**src/rtl/rtc_irq_pkg.sv**
```systemverilog
package rtc_irq_pkg;
  localparam int unsigned DATA_W  = 8;
  localparam int unsigned NSRC    = 3;  // 0 update, 1 alarm, 2 periodic
  localparam int unsigned SRC_LSB = 4;
  localparam int unsigned SQW_BIT = 3;
  localparam int unsigned SUM_BIT = 7;
  localparam logic ADDR_CTRL = 1'b0;
  localparam logic ADDR_STAT = 1'b1;
endpackage

```
**src/rtl/rtc_irq_ctrl_reg.sv**
```systemverilog
module rtc_irq_ctrl_reg #(
  parameter int unsigned NSRC = 3
) (
  input  logic            clk_i,
  input  logic            rst_ni,
  input  logic            we_i,
  input  logic [NSRC-1:0] en_d_i,
  input  logic            sqw_d_i,
  output logic [NSRC-1:0] en_o,
  output logic            sqw_o
);
  always_ff @(posedge clk_i or negedge rst_ni) begin
    if (!rst_ni) begin
      en_o  <= '0;
      sqw_o <= 1'b0;
    end else if (we_i) begin
      en_o  <= en_d_i;
      sqw_o <= sqw_d_i;
    end
  end
endmodule

```
**src/rtl/rtc_irq_flags.sv**
```systemverilog
module rtc_irq_flags #(
  parameter int unsigned NSRC = 3
) (
  input  logic            clk_i,
  input  logic            rst_ni,
  input  logic [NSRC-1:0] evt_i,
  input  logic            clr_i,
  output logic [NSRC-1:0] flag_o
);
  for (genvar g = 0; g < NSRC; g++) begin : g_src
    always_ff @(posedge clk_i or negedge rst_ni) begin
      if (!rst_ni)        flag_o[g] <= 1'b0;
      else if (evt_i[g])  flag_o[g] <= 1'b1;  // set beats read-clear
      else if (clr_i)     flag_o[g] <= 1'b0;
    end
  end
endmodule

```
**src/rtl/rtc_irq_unit.sv**
```systemverilog
module rtc_irq_unit
  import rtc_irq_pkg::*;
(
  input  logic              clk_i,
  input  logic              rst_ni,
  input  logic              wr_i,
  input  logic              rd_i,
  input  logic              addr_i,
  input  logic [DATA_W-1:0] wdata_i,
  input  logic              per_evt_i,
  input  logic              alm_evt_i,
  input  logic              upd_evt_i,
  output logic [DATA_W-1:0] rdata_o,
  output logic              irq_pull_o,
  output logic              sqw_en_o
);
  logic [NSRC-1:0] en_q, flag_q, evt_v, pend;
  logic            ctrl_we, stat_rd, sum;

  assign evt_v   = {per_evt_i, alm_evt_i, upd_evt_i};
  assign ctrl_we = wr_i && (addr_i == ADDR_CTRL);
  assign stat_rd = rd_i && (addr_i == ADDR_STAT);

  rtc_irq_ctrl_reg #(.NSRC(NSRC)) i_ctrl (
    .clk_i   (clk_i),
    .rst_ni  (rst_ni),
    .we_i    (ctrl_we),
    .en_d_i  (wdata_i[SRC_LSB +: NSRC]),
    .sqw_d_i (wdata_i[SQW_BIT]),
    .en_o    (en_q),
    .sqw_o   (sqw_en_o)
  );

  rtc_irq_flags #(.NSRC(NSRC)) i_flags (
    .clk_i  (clk_i),
    .rst_ni (rst_ni),
    .evt_i  (evt_v),
    .clr_i  (stat_rd),
    .flag_o (flag_q)
  );

  assign pend       = flag_q & en_q;
  assign sum        = |pend;
  assign irq_pull_o = sum;

  always_comb begin
    rdata_o = '0;
    if (rd_i) begin
      if (addr_i == ADDR_STAT) begin
        rdata_o[SRC_LSB +: NSRC] = flag_q;
        rdata_o[SUM_BIT]         = sum;
      end else begin
        rdata_o[SRC_LSB +: NSRC] = en_q;
        rdata_o[SQW_BIT]         = sqw_en_o;
      end
    end
  end
endmodule

```
**config.mk**
```make
export PLATFORM = sky130hd
export DESIGN_NAME = rtc_irq_unit
export DESIGN_NICKNAME = d
export VERILOG_FILES = /design/src/rtl/rtc_irq_pkg.sv /design/src/rtl/rtc_irq_ctrl_reg.sv /design/src/rtl/rtc_irq_flags.sv /design/src/rtl/rtc_irq_unit.sv
export SDC_FILE = /design/constraint.sdc
export NUM_CORES = 1
export LEC_CHECK = 0
export ABC_AREA = 1
export BUFFER_PORTS_ARGS = -buffer_cell sky130_fd_sc_hd__buf_4
export CAP_MARGIN = 20
export CORE_AREA = 2 2 39 41
export CTS_BUF_LIST = sky130_fd_sc_hd__clkbuf_16
export CTS_CLUSTER_DIAMETER = 100
export CTS_CLUSTER_SIZE = 40
export DETAILED_ROUTE_END_ITERATION = 8
export DIE_AREA = 0 0 41 43
export GPL_TIMING_DRIVEN = 0
export HOLD_SLACK_MARGIN = 0.1
export PLACE_DENSITY = 0.66
export SLEW_MARGIN = 0
export SYNTH_ARGS = -nofsm -noshare
export SYNTH_HDL_FRONTEND = slang
export SYNTH_SLANG_ARGS = --single-unit
```
**constraint.sdc**
```tcl
create_clock -name clk_i -period 0.8 [get_ports clk_i]
set_input_delay 0 -clock clk_i [delete_from_list [all_inputs] [get_ports clk_i]]
set_output_delay 0 -clock clk_i [all_outputs]
set_load 0.005 [all_outputs]
```
==> flow_summary.html <==
<table>
<tr><th>Metric</th><th>Value</th></tr>
<tr><th colspan="2">Outcome</th></tr>
<tr><td>Outcome</td><td>complete, but fails checks</td></tr>
<tr><td>Violations in the final reports</td><td>negative setup slack</td></tr>
<tr><th colspan="2">Floorplan</th></tr>
<tr><td>Number of top-level pins</td><td>26</td></tr>
<tr><td># rows</td><td>14</td></tr>
<tr><td>Core region area</td><td>~1400 um2</td></tr>
<tr><td>Die Outline Area</td><td>1760 um2</td></tr>
<tr><td>Starting utilization of the core area</td><td>26.5%</td></tr>
<tr><td>Die Y-Extent</td><td>~43 um</td></tr>
<tr><td>Horizontal extent of the die</td><td>a little over 40 um</td></tr>
<tr><th colspan="2">Critical path</th></tr>
<tr><td>Kind of launch point of the worst setup path</td><td>flip-flop</td></tr>
<tr><td>Largest stage delay on the critical path</td><td>about 0.40 ns</td></tr>
<tr><td>CP Depth</td><td>5</td></tr>
<tr><td>Required time reported for the critical path endpoint</td><td>roughly 0.8 ns</td></tr>
<tr><td>Arrival time reported for the critical path endpoint</td><td>1.00 ns</td></tr>
<tr><td>Most used cell, CP</td><td>nand2_1</td></tr>
<tr><td>CP top delay family</td><td>flip-flops</td></tr>
<tr><td>Critical path cell sequence</td><td>nand2_1 -&gt; nand3_2 -&gt; nand2_1 -&gt; inv_1 -&gt; buf_6</td></tr>
<tr><td>Crit path capture type</td><td>output pin</td></tr>
<tr><td>FF-to-FF path depth</td><td>3</td></tr>
<tr><td>Max stage delay cell, worst path</td><td>dfrtp_1</td></tr>
<tr><td>Buffers and inverters on the worst path</td><td>2</td></tr>
<tr><td>Max FO, Critical Path</td><td>3</td></tr>
<tr><td>Path type of the worst setup path</td><td>flip-flop to output pin</td></tr>
<tr><th colspan="2">Synth</th></tr>
<tr><td>Syn. warnings</td><td>0</td></tr>
<tr><td>Average size of a mapped cell</td><td>between 7 and 8 um2</td></tr>
<tr><td>Mux cell area share after synthesis</td><td>0%</td></tr>
<tr><td>Fraction of the mapped netlist area in adder cells</td><td>0%</td></tr>
<tr><td>Post-Syn Area</td><td>around 370 um2</td></tr>
<tr><td>Share of Yosys cell area claimed by the top area cell type</td><td>47.8%</td></tr>
<tr><td>Share of the yosys chip area belonging to registers</td><td>approximately 48%</td></tr>
<tr><td>Synth Area in Compound Gates</td><td>10.2%</td></tr>
<tr><td>Post-Synth Simple-Gate Area</td><td>28.7%</td></tr>
<tr><td>XOR/XNOR Fraction of Synth Area</td><td>0%</td></tr>
<tr><td>Register bit count reported by yosys</td><td>7</td></tr>
<tr><td>Yosys cell types</td><td>11</td></tr>
<tr><td>Largest area contributor in the netlist</td><td>dfrtp_1</td></tr>
<tr><td>Main area contributors after synthesis</td><td>dfrtp_1 48%, nand2_1 13%, nand3_1 11%</td></tr>
<tr><td>Number of cells produced by synthesis</td><td>47</td></tr>
<tr><td>Combinational family with the most area after synthesis</td><td>simple AND/OR/NAND/NOR gates</td></tr>
<tr><th colspan="2">Clock network</th></tr>
<tr><td>Number of clock buffers inserted by TritonCTS</td><td>3</td></tr>
<tr><td>Longest Clk Path Bufs</td><td>2</td></tr>
<tr><td>CTS sink cnt</td><td>7</td></tr>
<tr><td>Clock root cell</td><td>clkbuf_16</td></tr>
<tr><td>Deepest level of the CTS H-tree</td><td>1</td></tr>
<tr><td>Clk slew on worst S/H paths</td><td>about 0.040 ns</td></tr>
<tr><td>TritonCTS clock tree</td><td>built</td></tr>
<tr><td>Clock latency on the worst-skew pair</td><td>0.23 ns</td></tr>
<tr><th colspan="2">Power</th></tr>
<tr><td>Worst vdd ir</td><td>roughly 1.1 mV</td></tr>
<tr><td>PwrDens</td><td>2110 nW/um2</td></tr>
<tr><td>LEAKAGE</td><td>~0.4 nW</td></tr>
<tr><th colspan="2">STA</th></tr>
<tr><td>Final worst path period share</td><td>125%</td></tr>
<tr><td>Summed negative setup slack over all endpoints</td><td>-0.640 ns</td></tr>
<tr><td>Count of pins over their slew limit</td><td>0</td></tr>
<tr><td>Setup clock skew after layout</td><td>0 ns</td></tr>
<tr><td>RSZ-0062 raised after global routing</td><td>yes</td></tr>
<tr><td>Fmax achieved</td><td>between 1000 and 1500 MHz</td></tr>
<tr><td>Final setup violation count</td><td>6</td></tr>
<tr><td>Minimum period implied by the final worst setup slack</td><td>~1.0 ns</td></tr>
<tr><td>Number of hold violations in the final report</td><td>0</td></tr>
<tr><td>Setup WS post-layout</td><td>-0.196 ns</td></tr>
<tr><th colspan="2">Routing</th></tr>
<tr><td>Met1 Routed Length</td><td>350 um</td></tr>
<tr><td>Antenna Violating Nets Remaining</td><td>0</td></tr>
<tr><td>Routed vias/inst</td><td>4.26</td></tr>
<tr><td>Drt first pass iters</td><td>4</td></tr>
<tr><td>Top routing layer used</td><td>met3</td></tr>
<tr><td>Number of design rule violations left after detail routing</td><td>0</td></tr>
<tr><td>DR WL/cell</td><td>between 9 and 10 um</td></tr>
<tr><td>Iter 0 DRT Violations</td><td>10</td></tr>
<tr><td>Sum of met2 wire segment lengths after detailed routing</td><td>about 470 um</td></tr>
<tr><td>Total length of routed wires</td><td>909 um</td></tr>
<tr><td>Amount of wire on met3 after detailed routing</td><td>between 80 and 90 um</td></tr>
<tr><td>Via count of the routed design</td><td>approximately 420</td></tr>
<tr><th colspan="2">Global route</th></tr>
<tr><td>Global routing usage summed across all routing layers</td><td>13.0%</td></tr>
<tr><td>Initial antenna violation count</td><td>0</td></tr>
<tr><td>Remaining Overflow, GRT</td><td>0</td></tr>
<tr><td>Largest net degree at the start of global routing</td><td>9</td></tr>
<tr><td>Number of global-route vias before repair</td><td>405</td></tr>
<tr><td>Wire length of the first global-routing pass</td><td>roughly 1.5 mm</td></tr>
<tr><th colspan="2">Final layout</th></tr>
<tr><td>Final antenna diode count</td><td>0</td></tr>
<tr><td>Number of fill cells</td><td>~140</td></tr>
<tr><td>Share of final-layout standard cells stronger than drive strength 1</td><td>about two fifths</td></tr>
<tr><td>Count of nets after finishing</td><td>~100</td></tr>
<tr><td>Multi-input logic area</td><td>roughly 170 um2</td></tr>
<tr><td>Area Growth Syn to Fin</td><td>99.3%</td></tr>
<tr><td>FF+latch area</td><td>175 um2</td></tr>
<tr><th colspan="2">Placed design</th></tr>
<tr><td>Final RePlAce weighted congestion</td><td>0.779</td></tr>
<tr><td>Count of input and output buffers</td><td>18</td></tr>
<tr><td>Worst slack at placement</td><td>roughly 0.042 ns</td></tr>
<tr><td>Placed wire-length estimate after detailed placement</td><td>about 640 um</td></tr>
<tr><th colspan="2">Run</th></tr>
<tr><td>Max-Cap Viols</td><td>0</td></tr>
<tr><th colspan="2">Min path</th></tr>
<tr><td>Type of the tightest min-delay check</td><td>input pin to flip-flop</td></tr>
<tr><td>Worst hold path depth</td><td>4</td></tr>
</table>
flip-flops by register name, indices dropped and copies added (netlist names):
| register | cells |
|---|---|
| i_ctrl.en_o | 3 |
| i_flags.flag_o | 3 |
| i_ctrl.sqw_o | 1 |
worst paths after layout:
kind / start / endpoint / slack [ns]
max in group asynchronous: rst_ni / i_flags.flag_o[2] / 0.56
max reg2reg: i_ctrl.en_o[1] / i_ctrl.en_o[1] / 0.05
min: addr_i / i_ctrl.sqw_o / 0.10
min in group asynchronous: rst_ni / i_ctrl.sqw_o / 0.12
max: i_ctrl.en_o[1] / rdata_o[7] / -0.20
min reg2reg: i_ctrl.en_o[0] / i_ctrl.en_o[0] / 0.50
worst reg2reg max path, stage by stage, from the launching register on:
cell and delay [ns]:
dfrtp_1 0.40, buf_4 0.14, nand2_1 0.06, nand2_1 0.05
what timing repair did:
action                                  4_1_cts  5_1_grt
setup buffers                                 1        1
resized for setup                             2        2
endpoints found under the setup margin        6        6
pin swaps                                     2        2
hold buffers                                  9        0
hold endpoints to repair                     14        0
power by group:
group	internal, W	total [W]	leakage [nW]	switching (W)
sequential	0.000392	0.000418	0.0794	0.0000262
combinational	0.000171	0.000283	0.287	0.000112
clock	0.000650	0.000844	0.0423	0.000194
layout make-up:
class	count	area share (%)
Buffer	3	3.08
Clock buffer	3	10.3
Clock inverter	1	0.514
Inverter	6	3.08
Multi-Input combinational cell	33	22.9
Sequential cell	7	24.0
Tap cell	16	2.74
Timing Repair Buffer	29	33.4
through the flow:
stage               instances  power, W  hold WS [ns]  area [um2]  utilization (%)
finish                     98   0.00154         0.102         731             52.8
global route               98   0.00162         0.121         731             52.8
CTS                        97   0.00154         0.102         714             51.6
detailed placement         83  0.000639        -0.182         529             38.2
global placement           83  0.000635        -0.184         529             38.2
floorplan                  49  0.000512        -0.296         374                -
synth_stat cells:
cell type  count
nand2_2        2
inv_2          2
nand2_1       13
buf_4          3
nand3_1        8
o21bai_1       3
o21ai_1        3
nor2_1         1
conb_1         1
inv_1          4
dfrtp_1        7
logic make-up (layout without fill, tap and decap cells):
| logic type | count (synthesis) | after routing |
|---|---|---|
| AO/OA/AOI/OAI | 6 | 6 |
| buffers and inverters | 9 | 42 |
| flip-flops | 7 | 7 |
| other | 1 | 3 |
| AND/OR/NAND/NOR | 24 | 24 |
cell usage in the layout, fill, tap and decap left out, drive strengths merged:
cell type and instances:
dlygate4sd3 9, clkbuf 3, nand2 15, inv 7, o21bai 3, buf 23, nand3 8, dfrtp 7
o21ai 3, nor2 1, conb 3
metal layers:
layer / vias up / track usage, %
met5: - / 0
met4: 0 / 8.67
met3: 0 / 7.33
met2: 19 / 19.1
met1: 184 / 13.4
li1: 214 / -
Note: power is estimated with default switching activity, not from simulation.
